<file path="config.mk">
export PLATFORM = sky130hd
export DESIGN_NAME = apr_access_dec
export DESIGN_NICKNAME = d
export VERILOG_FILES = /design/src/rtl/apr_dec_pkg.sv /design/src/rtl/apr_enc_match.sv /design/src/rtl/apr_lvl_resolve.sv /design/src/rtl/apr_redir_addr.sv /design/src/rtl/apr_access_dec.sv
export SDC_FILE = /design/constraint.sdc
export NUM_CORES = 1
export LEC_CHECK = 0
export CAP_MARGIN = 10
export CORE_MARGIN = 2
export CORE_UTILIZATION = 27
export DETAILED_ROUTE_END_ITERATION = 12
export PLACE_DENSITY_LB_ADDON = 0.1
export SETUP_SLACK_MARGIN = 0.15
export SLEW_MARGIN = 20
export SYNTH_ARGS = -nofsm -noshare
export SYNTH_HDL_FRONTEND = slang
export SYNTH_SLANG_ARGS = --single-unit
export TNS_END_PERCENT = 5
</file>
<file path="constraint.sdc">
create_clock -name clk -period 1.4 [get_ports clk]
set_clock_uncertainty 0.2 [all_clocks]
set_input_delay 0.28 -clock clk [delete_from_list [all_inputs] [get_ports clk]]
set_output_delay 0.28 -clock clk [all_outputs]
set_load 0.05 [all_outputs]
</file>
<file path="src/rtl/apr_dec_pkg.sv">
// Package: shared result encoding and widths for the active-priority
// access decoder. Assumes the result code is consumed as a one-hot vector.
package apr_dec_pkg;
    localparam int KIND_W = 4;
    localparam int CLS_W  = 6;
    localparam int LVL_W  = 2;

    typedef enum logic [KIND_W-1:0] {
        RES_NONE     = 4'b0000,
        RES_ACCESS   = 4'b0001,
        RES_REDIRECT = 4'b0010,
        RES_TRAP     = 4'b0100,
        RES_UNDEF    = 4'b1000
    } res_kind_e;

    typedef struct packed {
        res_kind_e        kind;
        logic [LVL_W-1:0] lvl;
        logic [CLS_W-1:0] cls;
    } decision_t;
endpackage

</file>
<file path="src/rtl/apr_enc_match.sv">
// Encoding matcher: compares the instruction fields with the fixed pattern
// that selects the active-priority registers and extracts the index.
// Assumes the low IDX_W bits of opc2 carry the index and the rest must be 0.
module apr_enc_match #(
    parameter int          IDX_W   = 2,
    parameter logic [1:0]  M_SPACE = 2'b11,
    parameter logic [2:0]  M_OPC1  = 3'b100,
    parameter logic [3:0]  M_MAJOR = 4'b1100,
    parameter logic [3:0]  M_MINOR = 4'b1001
) (
    input  logic [1:0]       space,
    input  logic [2:0]       opc1,
    input  logic [3:0]       major,
    input  logic [3:0]       minor,
    input  logic [2:0]       opc2,
    output logic             hit,
    output logic [IDX_W-1:0] idx
);
    localparam int HI_W = 3 - IDX_W;

    // Compare every fixed field and require the upper opc2 bits to be zero.
    always_comb begin
        hit = (space == M_SPACE) && (opc1 == M_OPC1) && (major == M_MAJOR)
              && (minor == M_MINOR) && (opc2[2 -: HI_W] == '0);
        idx = opc2[IDX_W-1:0];
    end
endmodule

</file>
<file path="src/rtl/apr_lvl_resolve.sv">
// Privilege resolver: ranks the feature, preemption-bit, privilege-level,
// nesting-pattern and enable rules into one decision. Assumes the
// encoding has already matched; the caller gates the result otherwise.
module apr_lvl_resolve
    import apr_dec_pkg::*;
#(
    parameter int                IDX_W      = 2,
    parameter int                MIN_BITS_1 = 6,
    parameter int                MIN_BITS_2 = 7,
    parameter logic [CLS_W-1:0]  TRAP_CLS   = 6'h18
) (
    input  logic [IDX_W-1:0] idx,
    input  logic [1:0]       cur_lvl,
    input  logic [2:0]       nest_ctl,
    input  logic             en_lvl2,
    input  logic             en_lvl3,
    input  logic [2:0]       prio_bits,
    input  logic             has_intc,
    input  logic             has_lvl2,
    input  logic             has_lvl3,
    input  logic             has_wide,
    output decision_t        dec
);
    logic feat_ok;
    logic idx_bad;

    // Feature gate: the interface, a higher level and the wide state must exist.
    always_comb feat_ok = has_intc && (has_lvl2 || has_lvl3) && has_wide;

    // Index gate: higher registers need more implemented preemption bits.
    always_comb begin
        idx_bad = 1'b0;
        if (idx == IDX_W'(1) && int'(prio_bits) < MIN_BITS_1) idx_bad = 1'b1;
        if (idx[IDX_W-1]    && int'(prio_bits) < MIN_BITS_2) idx_bad = 1'b1;
    end

    // Priority chain: gates first, then the rule of the current level.
    always_comb begin
        dec = '{kind: RES_UNDEF, lvl: '0, cls: '0};
        if (feat_ok && !idx_bad) begin
            unique case (cur_lvl)
                2'd0: dec.kind = RES_UNDEF;
                2'd1: begin
                    if (nest_ctl[2] && nest_ctl[0]) begin
                        dec.kind = RES_REDIRECT;
                    end else if (nest_ctl[0]) begin
                        dec = '{kind: RES_TRAP, lvl: 2'd2, cls: TRAP_CLS};
                    end else begin
                        dec.kind = RES_UNDEF;
                    end
                end
                2'd2: begin
                    if (en_lvl2) dec.kind = RES_ACCESS;
                    else         dec = '{kind: RES_TRAP, lvl: 2'd2, cls: TRAP_CLS};
                end
                default: begin
                    if (en_lvl3) dec.kind = RES_ACCESS;
                    else         dec = '{kind: RES_TRAP, lvl: 2'd3, cls: TRAP_CLS};
                end
            endcase
        end
    end
endmodule

</file>
<file path="src/rtl/apr_redir_addr.sv">
// Redirect address generator: builds a table of BASE + STRIDE*k, one entry
// per register, and selects the entry for the index. Assumes the sum
// fits in ADDR_W bits.
module apr_redir_addr #(
    parameter int IDX_W  = 2,
    parameter int ADDR_W = 16,
    parameter int BASE   = 'h4A0,
    parameter int STRIDE = 8
) (
    input  logic [IDX_W-1:0]  idx,
    output logic [ADDR_W-1:0] addr
);
    localparam int NREG = 1 << IDX_W;

    logic [ADDR_W-1:0] tbl [NREG];

    // One constant address per register slot.
    for (genvar g = 0; g < NREG; g++) begin : g_slot
        assign tbl[g] = ADDR_W'(BASE + STRIDE * g);
    end

    // Select the slot addressed by the index.
    always_comb addr = tbl[idx];
endmodule

</file>
<file path="src/rtl/apr_access_dec.sv">
// Top: registers the decision for an active-priority register access one
// cycle after a valid request. Assumes one request per cycle at most and
// a synchronous active-low reset.
module apr_access_dec
    import apr_dec_pkg::*;
#(
    parameter int IDX_W      = 2,
    parameter int ADDR_W     = 16,
    parameter int RED_BASE   = 'h4A0,
    parameter int RED_STRIDE = 8,
    parameter int MIN_BITS_1 = 6,
    parameter int MIN_BITS_2 = 7,
    parameter int TRAP_CLS   = 'h18
) (
    input  logic              clk,
    input  logic              rst_n,
    input  logic              req_valid,
    input  logic              req_write,
    input  logic [1:0]        enc_space,
    input  logic [2:0]        enc_opc1,
    input  logic [3:0]        enc_major,
    input  logic [3:0]        enc_minor,
    input  logic [2:0]        enc_opc2,
    input  logic [1:0]        cur_lvl,
    input  logic [2:0]        nest_ctl,
    input  logic              en_lvl2,
    input  logic              en_lvl3,
    input  logic [2:0]        prio_bits,
    input  logic              has_intc,
    input  logic              has_lvl2,
    input  logic              has_lvl3,
    input  logic              has_wide,
    output logic              rsp_valid,
    output logic              rsp_nomatch,
    output logic [KIND_W-1:0] rsp_kind,
    output logic [LVL_W-1:0]  rsp_lvl,
    output logic [CLS_W-1:0]  rsp_class,
    output logic [ADDR_W-1:0] rsp_addr,
    output logic [IDX_W-1:0]  rsp_index,
    output logic              rsp_write
);
    localparam logic [CLS_W-1:0] TCLS = CLS_W'(TRAP_CLS);

    logic              hit;
    logic [IDX_W-1:0]  idx;
    decision_t         dec;
    logic [ADDR_W-1:0] red_addr;

    apr_enc_match #(.IDX_W(IDX_W)) u_match (
        .space(enc_space), .opc1(enc_opc1), .major(enc_major),
        .minor(enc_minor), .opc2(enc_opc2), .hit(hit), .idx(idx)
    );

    apr_lvl_resolve #(
        .IDX_W(IDX_W), .MIN_BITS_1(MIN_BITS_1), .MIN_BITS_2(MIN_BITS_2),
        .TRAP_CLS(TCLS)
    ) u_resolve (
        .idx(idx), .cur_lvl(cur_lvl), .nest_ctl(nest_ctl),
        .en_lvl2(en_lvl2), .en_lvl3(en_lvl3), .prio_bits(prio_bits),
        .has_intc(has_intc), .has_lvl2(has_lvl2), .has_lvl3(has_lvl3),
        .has_wide(has_wide), .dec(dec)
    );

    apr_redir_addr #(
        .IDX_W(IDX_W), .ADDR_W(ADDR_W), .BASE(RED_BASE), .STRIDE(RED_STRIDE)
    ) u_addr (
        .idx(idx), .addr(red_addr)
    );

    // Response register: capture the gated decision, or clear when idle.
    always_ff @(posedge clk) begin
        if (!rst_n) begin
            rsp_valid   <= 1'b0;
            rsp_nomatch <= 1'b0;
            rsp_kind    <= RES_NONE;
            rsp_lvl     <= '0;
            rsp_class   <= '0;
            rsp_addr    <= '0;
            rsp_index   <= '0;
            rsp_write   <= 1'b0;
        end else begin
            rsp_valid   <= req_valid;
            rsp_nomatch <= req_valid && !hit;
            rsp_kind    <= (req_valid && hit) ? dec.kind : RES_NONE;
            rsp_lvl     <= (req_valid && hit) ? dec.lvl  : '0;
            rsp_class   <= (req_valid && hit) ? dec.cls  : '0;
            rsp_addr    <= (req_valid && hit && dec.kind == RES_REDIRECT) ? red_addr : '0;
            rsp_index   <= req_valid ? idx : '0;
            rsp_write   <= req_valid && req_write;
        end
    end

    // Response appears exactly one cycle after a request.
    p_rsp_follows_req_r2: assert property (@(posedge clk) disable iff (!rst_n)
        req_valid |=> rsp_valid);
    p_no_rsp_when_idle_r2: assert property (@(posedge clk) disable iff (!rst_n)
        !req_valid |=> !rsp_valid && rsp_kind == '0);
    // A non-matching encoding yields no result.
    p_nomatch_empty_r1: assert property (@(posedge clk) disable iff (!rst_n)
        (req_valid && !hit) |=> rsp_nomatch && rsp_kind == '0);
    // A matching response carries exactly one result.
    p_kind_onehot_r11: assert property (@(posedge clk) disable iff (!rst_n)
        (rsp_valid && !rsp_nomatch) |-> $countones(rsp_kind) == 1);
    // Level 0 never reaches a register or a redirect.
    p_lvl0_undef_r5: assert property (@(posedge clk) disable iff (!rst_n)
        (req_valid && hit && cur_lvl == 2'd0) |=> rsp_kind == RES_UNDEF);
    // Every trap carries the fixed class and targets level 2 or 3.
    p_trap_class_r8: assert property (@(posedge clk) disable iff (!rst_n)
        (rsp_kind == RES_TRAP) |-> rsp_class == TCLS && rsp_lvl[1]);
    // Redirect address tracks the registered index.
    p_redir_addr_r6: assert property (@(posedge clk) disable iff (!rst_n)
        (rsp_kind == RES_REDIRECT) |->
            rsp_addr == ADDR_W'(RED_BASE + RED_STRIDE * int'(rsp_index)));
endmodule

</file>
Yosys cells after proc, flatten, opt, wreduce, memory -nomap -nowiden

Index checks and enable logic that the tools add are counted.

Register bits after elaboration: 33
Bits in latches: 0
Bits in writable memories: 0
Bits in read-only memories: 0
Bits of input ports: 34
Output and inout bits: 33
Word-level logic and storage cells: 59
Memories kept: 0

$add $sub $neg: 0
Multipliers: 0
Divide/modulo/power cells: 0
Magnitude comparators: 3
Equality and inequality tests: 8
Shift-type cells: 0
Mux-type cells: 16
Bitwise gates (word level): 2
Reductions and logical operators: 22

Operators by type and width:

| operator                                             | number |
|---|---|
| binary-select mux 16 bit (select 2 bit)              | 1 |
| two-way mux 16 bit                                   | 2 |
| two-way mux 8 bit                                    | 4 |
| one-hot mux 8 bit (3 select lines)                   | 1 |
| logical AND 1 bit                                    | 14 |
| two-way mux 12 bit                                   | 1 |
| one-hot mux 4 bit (3 select lines)                   | 1 |
| equality test 4 bit (second input constant)          | 2 |
| two-way mux 4 bit                                    | 2 |
| < comparator 3 bit (second input constant)           | 2 |
| two-way mux 3 bit                                    | 2 |
| AND reduction 2 bit                                  | 3 |
| equality test 2 x 1 -> 1 bit (second input constant) | 2 |
| equality test 2 bit (second input constant)          | 2 |
| equality test 4 x 2 -> 1 bit (second input constant) | 1 |
| equality test 3 bit (second input constant)          | 1 |
| >= comparator 3 bit (second input constant)          | 1 |
| inverter 2 -> 3 bit                                  | 1 |
| AND reduction 3 bit                                  | 1 |
| logical NOT 1 bit                                    | 2 |
| logical NOT 2 bit                                    | 1 |
| two-way mux 1 bit                                    | 2 |
| logical OR 1 bit                                     | 1 |
| inverter 1 bit                                       | 1 |

Logic depth before layout (Yosys ltp)

Word-level depth: 10
Mapped depth: 4
Gate-level depth less buffers: 3

Cells and area by module

Synthesis repeated with hierarchy kept, for this count alone.

Cell total of the unflattened synthesis: 124
Area, all modules: 1361.3 µm²

By module, submodules not included:

| module          | instances | cells each | area an instance (µm²) | sequential area each (µm²) |
|---|---|---|---|---|
| apr_access_dec  | 1         | 73         | 1003.5                 | 660.6 |
| apr_lvl_resolve | 1         | 26         | 166.4                  | 0.0 |
| apr_redir_addr  | 1         | 18         | 127.6                  | 0.0 |
| apr_enc_match   | 1         | 7          | 63.8                   | 0.0 |

Worst setup path before layout

OpenSTA, ideal clock, no wires.

Path type: input port to flip-flop
Start: in enc_opc2[1]
End: reg rsp_kind[0]
Setup time: 88 ps
Data arrival time: 1167 ps
Required time: 1112 ps
Setup slack: -55 ps
Stages on the path: 4
Path buffers: 1
Path through: a2bb2oi_1 -> or3_1 -> buf_6 -> nor4b_4

Cells in the longest elaborated chain, start to end: 7
Elaborated cells on any way between the ends: 8
Those cells by class: eq/ne (1); mux (3); reduce/logical (4)

RTL lines:

| element                      | line                  | text |
|---|---|---|
| start: declaration           | apr_access_dec.sv:23  | `input logic [2:0] enc_opc2,` |
| equality test 2 x 1 -> 1 bit | apr_lvl_resolve.sv:33 | `if (idx == IDX_W'(1) && int'(prio_bits) < MIN_BITS_1) idx_bad = 1'b1;` |
| logical AND 1 bit            | apr_lvl_resolve.sv:33 |  |
| two-way mux 1 bit            | apr_lvl_resolve.sv:33 |  |
| two-way mux 1 bit (*)        | apr_lvl_resolve.sv:34 | `if (idx[IDX_W-1] && int'(prio_bits) < MIN_BITS_2) idx_bad = 1'b1;` |
| logical NOT 1 bit (*)        | apr_lvl_resolve.sv:40 | `if (feat_ok && !idx_bad) begin` |
| logical AND 1 bit (*)        | apr_lvl_resolve.sv:40 |  |
| two-way mux 12 bit (*)       | apr_lvl_resolve.sv:40 |  |
| end signal: assignment       | apr_access_dec.sv:84  | `rsp_kind <= (req_valid && hit) ? dec.kind : RES_NONE;` |
| end: declaration             | apr_access_dec.sv:35  | `output logic [KIND_W-1:0] rsp_kind,` |

Mark *: on every way between the ends. The rest lies on a longest branch, timed or not.
A chain may end at the register's enable or synchronous reset.

Final worst setup path

Start: in en_lvl2
End: reg rsp_kind[2]

Cells in the longest elaborated chain, start to end: 3

RTL lines:

| element                            | line                  | text |
|---|---|---|
| start: declaration                 | apr_access_dec.sv:26  | `input logic en_lvl2,` |
| two-way mux 3 bit                  | apr_lvl_resolve.sv:53 | `if (en_lvl2) dec.kind = RES_ACCESS;` |
| one-hot mux 4 bit (3 select lines) | apr_lvl_resolve.sv:41 | `unique case (cur_lvl)` |
| two-way mux 12 bit                 | apr_lvl_resolve.sv:40 |  |

No other way between the ends.

==> run summary <==
* Residual DRC: 0
* number of rows in the core area: 18
* post-DR wirelength/cell: 11.7 um
* final weighted congestion of routability-driven global placement: 0.763
* Placeable Area: 2520 sq um
* Setup-failing EPs final: 0
* Mapped Area: 727 sq um
* TritonCTS clock tree: yes
* non-filler cells in the finished layout: 166
* root cell of the clock tree: clkbuf_4
* post-synthesis sequential element count: 14
* leading cell type in the layout, fill and taps excluded: buf_12
* pwr/cell area: 650 nW/um^2
* total cell area at the placement stage: 1430 sq um
* fin area: 1510 sq um
* final global-route overflow total: 0
* number of antenna-violating nets in the routed design: 0
* sum of net half-perimeters after detailed placement: 1.53 mm
* die extent in x: 55.9 um
* count of input and output buffers: 50
* final wirelength: 1.95 mm
* Total Routing Usage GR: 0.127
* Mapped Cells: 71
* fraction of the mapped netlist area in compound gates: 0.0688
* fraction of layout instances using a drive strength above 1: 0.485
* clk buf depth: 2
* endpoint arrival time on the critical path: 1.30 ns
* Final Max Tran Viols: 0
* critical path data required time: 1.40 ns
* dominant combinational cell family by area after synthesis: simple AND/OR/NAND/NOR gates
* y dimension of the die: 55.9 um
* number of iterations in the first detailed-routing pass: 2
* instance count after placement with tap cells included: 156
* Leak: 0.683 nW
* highest net fanout along the worst path: 2
* layout overhead on the synthesized area: 107%
* number of max-cap violations: 0
* number of library cell types mapped by synthesis: 26
* initial DRC count: 6
* first-pass GRT wire length: 3.03 mm
* Starting Density: 0.288
* via count: 712
* origin of the worst min-delay path: enc_opc2[0]
* via count of the first global-routing pass: 644
* number of antenna violations at the first check in global routing: 0
* Fin. Hold Viols: 0
* upper clock frequency limit: 768 MHz
* register area share after synthesis: 0.386
* number of H-tree branching levels: 1
* unrepaired setup endpoints after global routing: true
* clock sink total: 14
* Die ar.: 3120 sq um
* mean post-synth cell area: 10.2 sq um
* most used cells in the layout excluding fill and tap cells: buf_12 (18), conb_1 (15), buf_4 (15)
* largest net degree at the start of global routing: 9
* run status: finished clean
* final worst setup slack: 0.0982 ns
* CP max stage delay: 0.44 ns
* worst ir drop on vdd: 490 uV
* XOR/XNOR share of the synthesized area: 0
* antenna fix cells: 0
* shortest period the worst path allows: 1.30 ns
* cells traversed along the worst timing path: clkdlybuf4s50_1 -> or3b_4 -> a211oi_2
* Hold-fix buffers, CTS: 0
* Post-Place Worst Slack: -0.586 ns
* TritonCTS buffer count: 3
* mux contribution to synthesized area: 0.0138
* final-stage net count: 171
* vias per cell: 4.29
* clock transition at the registers of the reported paths: 0.09 ns
* share of synthesized cell area in full adder, half adder and majority cells: 0
* simple-gate share of the synthesized area: 0.310
* Final Cycle Share: 0.930
* number of placed I/O pins: 67
* worst hold path class: in2reg
* critical path endpoint category: flip-flop
* critical setup path kind: in2reg
* element type at the critical path start: input port
* YS warnings: 0
* library cell contributing the largest single delay on the critical path: clkdlybuf4s50_1
* summed negative setup slack over all endpoints: 0 ns
* CP startpoint: en_lvl2
==> synthesized netlist by cell type <==
cell type / number / share of area
nor3_1: 2 / 0.014
nand4_2: 1 / 0.017
nor4_1: 1 / 0.0086
o21ai_0: 1 / 0.0069
a41oi_1: 1 / 0.012
nor4_4: 1 / 0.029
a21oi_1: 1 / 0.0069
and4b_1: 2 / 0.028
or3b_2: 1 / 0.012
o211ai_1: 1 / 0.010
nor2_1: 1 / 0.0052
dfxtp_1: 14 / 0.39
inv_1: 1 / 0.0052
nor3b_1: 3 / 0.031
nand2_1: 4 / 0.021
a2bb2oi_1: 1 / 0.012
mux2i_1: 1 / 0.014
nor2b_1: 3 / 0.026
and3_1: 3 / 0.026
buf_6: 1 / 0.015
a211oi_1: 2 / 0.021
and4bb_2: 3 / 0.052
conb_1: 1 / 0.0052
or3_1: 1 / 0.0086
buf_4: 19 / 0.20
nor4b_4: 1 / 0.033
==> cells by family after synthesis <==
group	count (synthesis)
AOI/OAI and AO/OA	7
DFF	14
and+or+nand+nor	27
buffers and inverters	21
other	1
muxes	1
==> layout make-up <==
type,instances,area (sq um)
sequential,14,289
inverter,1,3.75
clock buffer,4,36.3
multi-input combinational,50,385
fill,221,1020
tap,30,37.5
timing repair buffer,67,754
==> registers in the layout, indices dropped and copies added (netlist names) <==
signal	flops
rsp_kind	4
rsp_nomatch	1
rsp_index	2
rsp_class	1
rsp_lvl	1
rsp_addr	3
rsp_valid	1
rsp_write	1
==> report_power, final <==
part	leakage, nW	switching (mW)	internal (mW)
combinational	0.546	0.164	0.119
clock	0.0210	0.132	0.158
sequential	0.116	0.00527	0.401
total	0.683	0.301	0.678
==> worst max-delay path: cells and delay by family <==
family          cells  cell delay [ns]
compound gates      1             0.19
simple gates        1             0.40
buf+inv             1             0.44
==> layer usage <==
layer | track usage | part of all wire | vias to the layer above
li1 | - | - | 351
met1 | 0.131 | 0.38 | 323
met2 | 0.228 | 0.53 | 34
met3 | 0.0279 | 0.069 | 4
met4 | 0.0816 | 0.022 | 0
met5 | 0 | 0 | -
==> metrics by stage <==
stage	hold slack, ns	power (mW)	util
floorplan	0.151	0.594	-
global placement	0.528	0.710	0.565
detailed placement	0.528	0.713	0.565
CTS	0.145	0.989	0.592
global route	0.158	1.02	0.597
finish	0.152	0.980	0.597
==> worst paths after layout <==
check / endpoint / depth (start not counted)
min: rsp_index[0] / 3
max: rsp_kind[2] / 3
==> what timing repair did <==
item	in CTS	in global routing
setup endpoints to repair	27	26
cloned	0	0
gates resized for setup	54	16
buffers inserted	1	5
pin swaps	13	10
Power figures use the tool's default switching activity.
